$ cat config.mk
export PLATFORM = sky130hd
export DESIGN_NAME = strap_seq_top
export DESIGN_NICKNAME = d
export VERILOG_FILES = /design/src/rtl/strap_seq_pkg.sv /design/src/rtl/pg_sync.sv /design/src/rtl/seq_fsm.sv /design/src/rtl/strap_capture.sv /design/src/rtl/strap_seq_top.sv
export SDC_FILE = /design/constraint.sdc
export NUM_CORES = 1
export LEC_CHECK = 0
export BUFFER_PORTS_ARGS = -buffer_cell sky130_fd_sc_hd__buf_2
export CORE_MARGIN = 5
export CORE_UTILIZATION = 40
export DETAILED_ROUTE_END_ITERATION = 16
export RECOVER_POWER = 50
export SLEW_MARGIN = 20
export SYNTH_ARGS = -nofsm -noshare
export SYNTH_HDL_FRONTEND = slang
export SYNTH_SLANG_ARGS = --single-unit
$ cat constraint.sdc
create_clock -name clk -period 2.35 [get_ports clk]
set_input_delay 0.235 -clock clk [delete_from_list [all_inputs] [get_ports clk]]
set_output_delay 0.235 -clock clk [all_outputs]
set_load 0.05 [all_outputs]
$ cat src/rtl/strap_seq_pkg.sv
package strap_seq_pkg;

  typedef enum logic [1:0] {
    SEQ_OFF  = 2'd0,
    SEQ_WAIT = 2'd1,
    SEQ_VCO  = 2'd2,
    SEQ_RUN  = 2'd3
  } seq_state_e;

  typedef enum logic [1:0] {
    LVL_LOW  = 2'd0,
    LVL_MID  = 2'd1,
    LVL_HIGH = 2'd2
  } lvl_e;

  function automatic lvl_e decode_level(input logic below_lo, input logic above_hi);
    if (below_lo && !above_hi)      return LVL_LOW;
    else if (above_hi && !below_lo) return LVL_HIGH;
    else                            return LVL_MID;
  endfunction

endpackage

$ cat src/rtl/pg_sync.sv
module pg_sync #(
  parameter int STAGES = 2
) (
  input  logic clk,
  input  logic rst,
  input  logic pin_n,
  output logic pg_low
);

  logic [STAGES-1:0] chain;

  genvar g;
  generate
    for (g = 0; g < STAGES; g++) begin : g_stage
      if (g == 0) begin : g_first
        always_ff @(posedge clk) begin
          if (rst) chain[0] <= 1'b1;
          else     chain[0] <= pin_n;
        end
      end else begin : g_next
        always_ff @(posedge clk) begin
          if (rst) chain[g] <= 1'b1;
          else     chain[g] <= chain[g-1];
        end
      end
    end
  endgenerate

  assign pg_low = ~chain[STAGES-1];

endmodule

$ cat src/rtl/seq_fsm.sv
module seq_fsm
  import strap_seq_pkg::*;
#(
  parameter int GLITCH_CYCLES = 3579,
  parameter int LOCK_CYCLES   = 1431
) (
  input  logic       clk,
  input  logic       rst,
  input  logic       pg_low,
  output seq_state_e state,
  output logic       capture,
  output logic       vco_en,
  output logic       out_en
);

  localparam int MAXC = (GLITCH_CYCLES > LOCK_CYCLES) ? GLITCH_CYCLES : LOCK_CYCLES;
  localparam int CW   = $clog2(MAXC + 1);

  seq_state_e      state_d;
  logic [CW-1:0]   cnt_q, cnt_d;

  always_comb begin
    state_d = state;
    cnt_d   = cnt_q;
    capture = 1'b0;
    case (state)
      SEQ_OFF: begin
        if (pg_low) begin
          state_d = SEQ_WAIT;
          cnt_d   = CW'(GLITCH_CYCLES - 1);
        end
      end
      SEQ_WAIT: begin
        if (cnt_q == '0) begin
          state_d = SEQ_VCO;
          cnt_d   = CW'(LOCK_CYCLES - 1);
          capture = 1'b1;
        end else begin
          cnt_d = cnt_q - 1'b1;
        end
      end
      SEQ_VCO: begin
        if (cnt_q == '0) state_d = SEQ_RUN;
        else             cnt_d   = cnt_q - 1'b1;
      end
      default: state_d = SEQ_RUN;
    endcase
  end

  always_ff @(posedge clk) begin
    if (rst) begin
      state  <= SEQ_OFF;
      cnt_q  <= '0;
      vco_en <= 1'b0;
      out_en <= 1'b0;
    end else begin
      state  <= state_d;
      cnt_q  <= cnt_d;
      vco_en <= (state_d == SEQ_VCO) || (state_d == SEQ_RUN);
      out_en <= (state_d == SEQ_RUN);
    end
  end

  AST_OUT_NEEDS_VCO: assert property (@(posedge clk) disable iff (rst)
    out_en |-> vco_en);
  AST_OFF_HOLD: assert property (@(posedge clk) disable iff (rst)
    (state == SEQ_OFF && !pg_low) |=> (state == SEQ_OFF));
  AST_WAIT_NO_ABORT: assert property (@(posedge clk) disable iff (rst)
    (state == SEQ_WAIT) |=> (state == SEQ_WAIT || state == SEQ_VCO));
  AST_RUN_HOLDS: assert property (@(posedge clk) disable iff (rst)
    (state == SEQ_RUN) |=> (state == SEQ_RUN && out_en));

endmodule

$ cat src/rtl/strap_capture.sv
module strap_capture
  import strap_seq_pkg::*;
(
  input  logic       clk,
  input  logic       rst,
  input  logic       capture,
  input  logic       below_lo,
  input  logic       above_hi,
  input  logic       s1,
  input  logic       s0,
  input  logic       mult0,
  output logic       valid,
  output logic [2:0] code,
  output lvl_e       level,
  output logic       mult0_q,
  output logic       test_mode
);

  lvl_e lvl_now;
  assign lvl_now = decode_level(below_lo, above_hi);

  always_ff @(posedge clk) begin
    if (rst) begin
      valid     <= 1'b0;
      code      <= 3'b000;
      level     <= LVL_LOW;
      mult0_q   <= 1'b0;
      test_mode <= 1'b0;
    end else if (capture && !valid) begin
      valid     <= 1'b1;
      code      <= {(lvl_now == LVL_HIGH), s1, s0};
      level     <= lvl_now;
      mult0_q   <= mult0;
      test_mode <= (lvl_now == LVL_MID);
    end
  end

  AST_VALID_STICKY: assert property (@(posedge clk) disable iff (rst)
    valid |=> valid);
  AST_STRAP_HOLD: assert property (@(posedge clk) disable iff (rst)
    valid |=> ($stable(code) && $stable(level) && $stable(mult0_q) && $stable(test_mode)));

endmodule

$ cat src/rtl/strap_seq_top.sv
module strap_seq_top
  import strap_seq_pkg::*;
#(
  parameter int TIMER_HZ      = 14_318_180,
  parameter int SYNC_STAGES   = 2,
  parameter int GLITCH_CYCLES = TIMER_HZ / 4000,
  parameter int LOCK_CYCLES   = TIMER_HZ / 10000
) (
  input  logic       clk,
  input  logic       rst,
  input  logic       pwr_good_n,
  input  logic       s2_below_lo,
  input  logic       s2_above_hi,
  input  logic       s1_pin,
  input  logic       s0_pin,
  input  logic       mult0_pin,
  output logic [1:0] seq_state,
  output logic       straps_valid,
  output logic [2:0] strap_code,
  output logic [1:0] s2_level,
  output logic       mult0_q,
  output logic       test_mode,
  output logic       vco_en,
  output logic       out_en
);

  logic       pg_low;
  logic       capture;
  seq_state_e state;
  lvl_e       level;

  pg_sync #(.STAGES(SYNC_STAGES)) u_sync (
    .clk    (clk),
    .rst    (rst),
    .pin_n  (pwr_good_n),
    .pg_low (pg_low)
  );

  seq_fsm #(
    .GLITCH_CYCLES (GLITCH_CYCLES),
    .LOCK_CYCLES   (LOCK_CYCLES)
  ) u_fsm (
    .clk     (clk),
    .rst     (rst),
    .pg_low  (pg_low),
    .state   (state),
    .capture (capture),
    .vco_en  (vco_en),
    .out_en  (out_en)
  );

  strap_capture u_cap (
    .clk       (clk),
    .rst       (rst),
    .capture   (capture),
    .below_lo  (s2_below_lo),
    .above_hi  (s2_above_hi),
    .s1        (s1_pin),
    .s0        (s0_pin),
    .mult0     (mult0_pin),
    .valid     (straps_valid),
    .code      (strap_code),
    .level     (level),
    .mult0_q   (mult0_q),
    .test_mode (test_mode)
  );

  assign seq_state = state;
  assign s2_level  = level;

  AST_NO_VCO_EARLY: assert property (@(posedge clk) disable iff (rst)
    !straps_valid |-> !vco_en);
  AST_VCO_WITH_LATCH: assert property (@(posedge clk) disable iff (rst)
    $rose(straps_valid) |-> vco_en);

endmodule

==> results.sh <==
export IMPL_final_fill_count=326
export IMPL_holdBufCountCts=0
export IMPL_gr_max_usage_layer="met2"
export IMPL_gr_usage_all_layers_pct=14.8
export IMPL_worstPathCellList="or4_4 -> nand4bb_4 -> o21ai_1 -> buf_4 -> a21oi_1 -> o32ai_1"
export IMPL_synth_fp_nets=169
export IMPL_fp_coreArea_sq_mm=0.00328
export IMPL_critical_path_max_fanout=6
export IMPL_path_delay_family="simple AND/OR/NAND/NOR gates"
export IMPL_cts_root_buf="clkbuf_4"
export IMPL_placement_io_buffers=19
export IMPL_hold_ws_ns=0.0807
export IMPL_cp_startpoint="u_fsm.cnt_q[6]"
export IMPL_grt_start_max_net_pins=19
export IMPL_finalMaxSlewViolations=0
export IMPL_ff2ff_setup_slack_ns=0.13
export IMPL_max_cap_viol_count=0
export IMPL_grt_overflow_total=0
export IMPL_worst_r2r_path_depth=6
export IMPL_timing_critical_path_slowest_stage_cell="or4_4"
export IMPL_synthToLayoutAreaGrowth_pct=13.8
export IMPL_finalNonFillerCells=221
export IMPL_post_route_cells_drive_above_1_share_pct=15.4
export IMPL_ir_worst_vdd_mv=0.542
export IMPL_tritoncts_clock_tree="built"
export IMPL_finalHoldViolCount=0
export IMPL_grt_first_pass_wirelength_mm=5.12
export IMPL_preCtsSetupSlack_ns=0.200
export IMPL_die_height_microns=67.7
export IMPL_nNetsFinal=191
export IMPL_postSynthCellCount=154
export IMPL_mean_instance_size_in_the_synthesized_netlist_sq_um=8.66
export IMPL_design_die_area_sq_mm=0.00459
export IMPL_timing_final_crit_period_ns=2.22
export IMPL_timing_critical_path_from_type="flop"
export IMPL_tightestPinTransition_ns=0.787
export IMPL_holdPathStages=2
export IMPL_detailed_place_area_sq_mm=0.00148
export IMPL_use_met1_pct=17.2
export IMPL_critical_path_arrival_ns=2.44
export IMPL_most_common_library_cell_in_the_layout_ignoring_fill_and_taps="dfxtp_1"
export IMPL_final_cell_area_sq_mm=0.00152
export IMPL_postRouteWirelength_mm=3.19
export IMPL_dp_cells=217
export IMPL_synthesis_area_sq_mm=0.00133
export IMPL_path_class="reg -> reg"
export IMPL_post_synth_num_cell_types=42
export IMPL_timing_hold_worst_endpoint="u_sync.chain[0]"
export IMPL_report_final_setup_viol=0
export IMPL_cts_sinks=24
export IMPL_postCtsSetupRepairBufs=0
export IMPL_dr_first_iter_drc_count=65
export IMPL_cts_buffers=3
export IMPL_rsz0062_at_grt="no"
export IMPL_num_vias=1228
export IMPL_run_status="finished, final reports clean"
export IMPL_final_setup_tns_ns=0
export IMPL_antenna_violations_before_repair=0
export IMPL_critPathCaptureType="flop"
export IMPL_part_of_the_yosys_area_used_for_sequential_elements_pct=36.0
export IMPL_globalRouteMet3Util_pct=2.16
export IMPL_drt_first_pass_iters=4
export IMPL_grtUsageMet2_pct=26.0
export IMPL_clock_insertion_delay_worst_skew_ns=0.32
export IMPL_min_delay_path_class="in -> reg"
export IMPL_routedWlPerCell_microns=14.4
export IMPL_post_route_fraction_of_the_period_consumed_by_the_critical_path_pct=94.4
export IMPL_synth_enable_flop_cells=0
export IMPL_initial_utilization_pct=40.6
export IMPL_vias_per_cell=5.56
export IMPL_synth_async_reset_ratio_pct=0
export IMPL_yosysWarnings=0
export IMPL_cts_resized_gates=0
export IMPL_clock_tree_htree_level_count=1
export IMPL_static_leakage_power_nw=0.612
export IMPL_die_width_microns=67.7
export IMPL_boundaryPins=20
export IMPL_critical_path_max_stage_delay_ns=0.56
export IMPL_rows=21
export IMPL_gp_congestion=0.846
export IMPL_cts_buffer_depth=2
export IMPL_antenna_cells=0
export IMPL_fin_ws_ns=0.132
export IMPL_clkSlewWorstSetupHoldPaths_ns=0.14
export IMPL_final_cell_mix="dfxtp_1, nor2_1, a21oi_1"
export IMPL_ys_seq_elements=24
export IMPL_timing_rr_start="u_fsm.cnt_q[6]"
export IMPL_yosys_most_used_dff="dfxtp_1"
export IMPL_fmax_mhz=451
export IMPL_place_hpwl_mm=2.38
export IMPL_drcViolationCount=0
export IMPL_hp_start="pwr_good_n"
export IMPL_first_global_vias=1109
export IMPL_worstPathRequired_ns=2.57
export IMPL_cp_buffers_inverters=1
export IMPL_r2r_end="u_fsm.cnt_q[5]"
export IMPL_timing_slew_headroom_pct=47.5
export IMPL_timing_clock_skew_ns=0.00428
export IMPL_power_density_mw_per_mm2=1540
export IMPL_ant_nets=0
worst register-to-register path, delay by kind of cell (launching register included):
kind                   cells  cell delay [ns]
AND/OR/NAND/NOR            2             0.84
buffers and inverters      1             0.22
AO/OA/AOI/OAI              3             0.68
flip-flops                 1             0.38
flip-flops by register name, indices dropped and copies added, names as in the netlist:
signal,count
u_cap.level,1
u_fsm.state,2
u_sync.chain,2
u_cap.valid,1
u_cap.code,2
u_fsm.vco_en,1
u_cap.test_mode,1
u_cap.mult0_q,1
u_fsm.out_en,1
u_fsm.cnt_q,12
cells in the mapped netlist (2+ instances only):
cell type	count	area [sq um]
a32o_1	2	20.0
nor3_1	6	30.0
inv_1	11	41.3
mux2i_1	5	50.1
and2_1	2	12.5
o21a_1	2	15.0
or2_2	2	12.5
buf_4	2	15.0
o21ai_0	9	45.0
a21oi_1	15	75.1
clkbuf_1	3	11.3
a31oi_1	3	18.8
o32ai_1	2	17.5
nand2_1	10	37.5
nor2_1	17	63.8
o21ai_1	2	10.0
dfxtp_1	24	480
nand3_1	3	15.0
ha_1	7	87.6
o41a_1	2	22.5
nand4_1	4	25.0
stage by stage:
step / power, mW / utilization [%]
floorplan: 1.65 / -
global placement: 2.01 / 45.1
detailed placement: 2.02 / 45.1
CTS: 2.33 / 46.7
global route: 2.51 / 46.2
finish: 2.34 / 46.2
final cells by class:
| class | instances | area, sq um | area share [%] |
|---|---|---|---|
| Tap cell | 46 | 57.6 | 3.79 |
| Multi-Input combinational cell | 112 | 769 | 50.7 |
| Sequential cell | 24 | 480 | 31.7 |
| Timing Repair Buffer | 24 | 116 | 7.67 |
| Inverter | 11 | 41.3 | 2.72 |
| Clock inverter | 1 | 30.0 | 1.98 |
| Clock buffer | 3 | 22.5 | 1.48 |
worst max-delay path by stage:
stage | end | slack [ns] | cells past startpoint
after global placement | u_fsm.cnt_q[10] | 0.25 | 7
after CTS | u_fsm.cnt_q[5] | 0.17 | 6
final | u_fsm.cnt_q[5] | 0.13 | 6
after detailed placement | u_fsm.cnt_q[5] | 0.20 | 6
after floorplan | u_fsm.cnt_q[3] | 0.20 | 6
after global routing | u_fsm.cnt_q[5] | 0.02 | 8
routing by layer:
layer	up-vias	wire, microns
met3	6	191
met1	571	1430
met2	50	1520
met4	0	47
li1	601	-
met5	-	0
cell families (layout without fill, tap and decap cells):
logic type	Yosys count	count (layout)	synth area share, %
compound gates	42	42	20.3
xor+xnor	2	2	1.31
fa+ha+maj	7	7	6.57
buf+inv	18	39	6.28
flops	24	24	36.0
mux	5	5	3.75
simple gates	56	56	25.8
report_power, final:
group | switching [mW] | internal (mW)
sequential | 0.109 | 0.506
clock | 0.131 | 0.173
combinational | 0.858 | 0.560
total | 1.10 | 1.24
(Power assumes the default switching activity.)
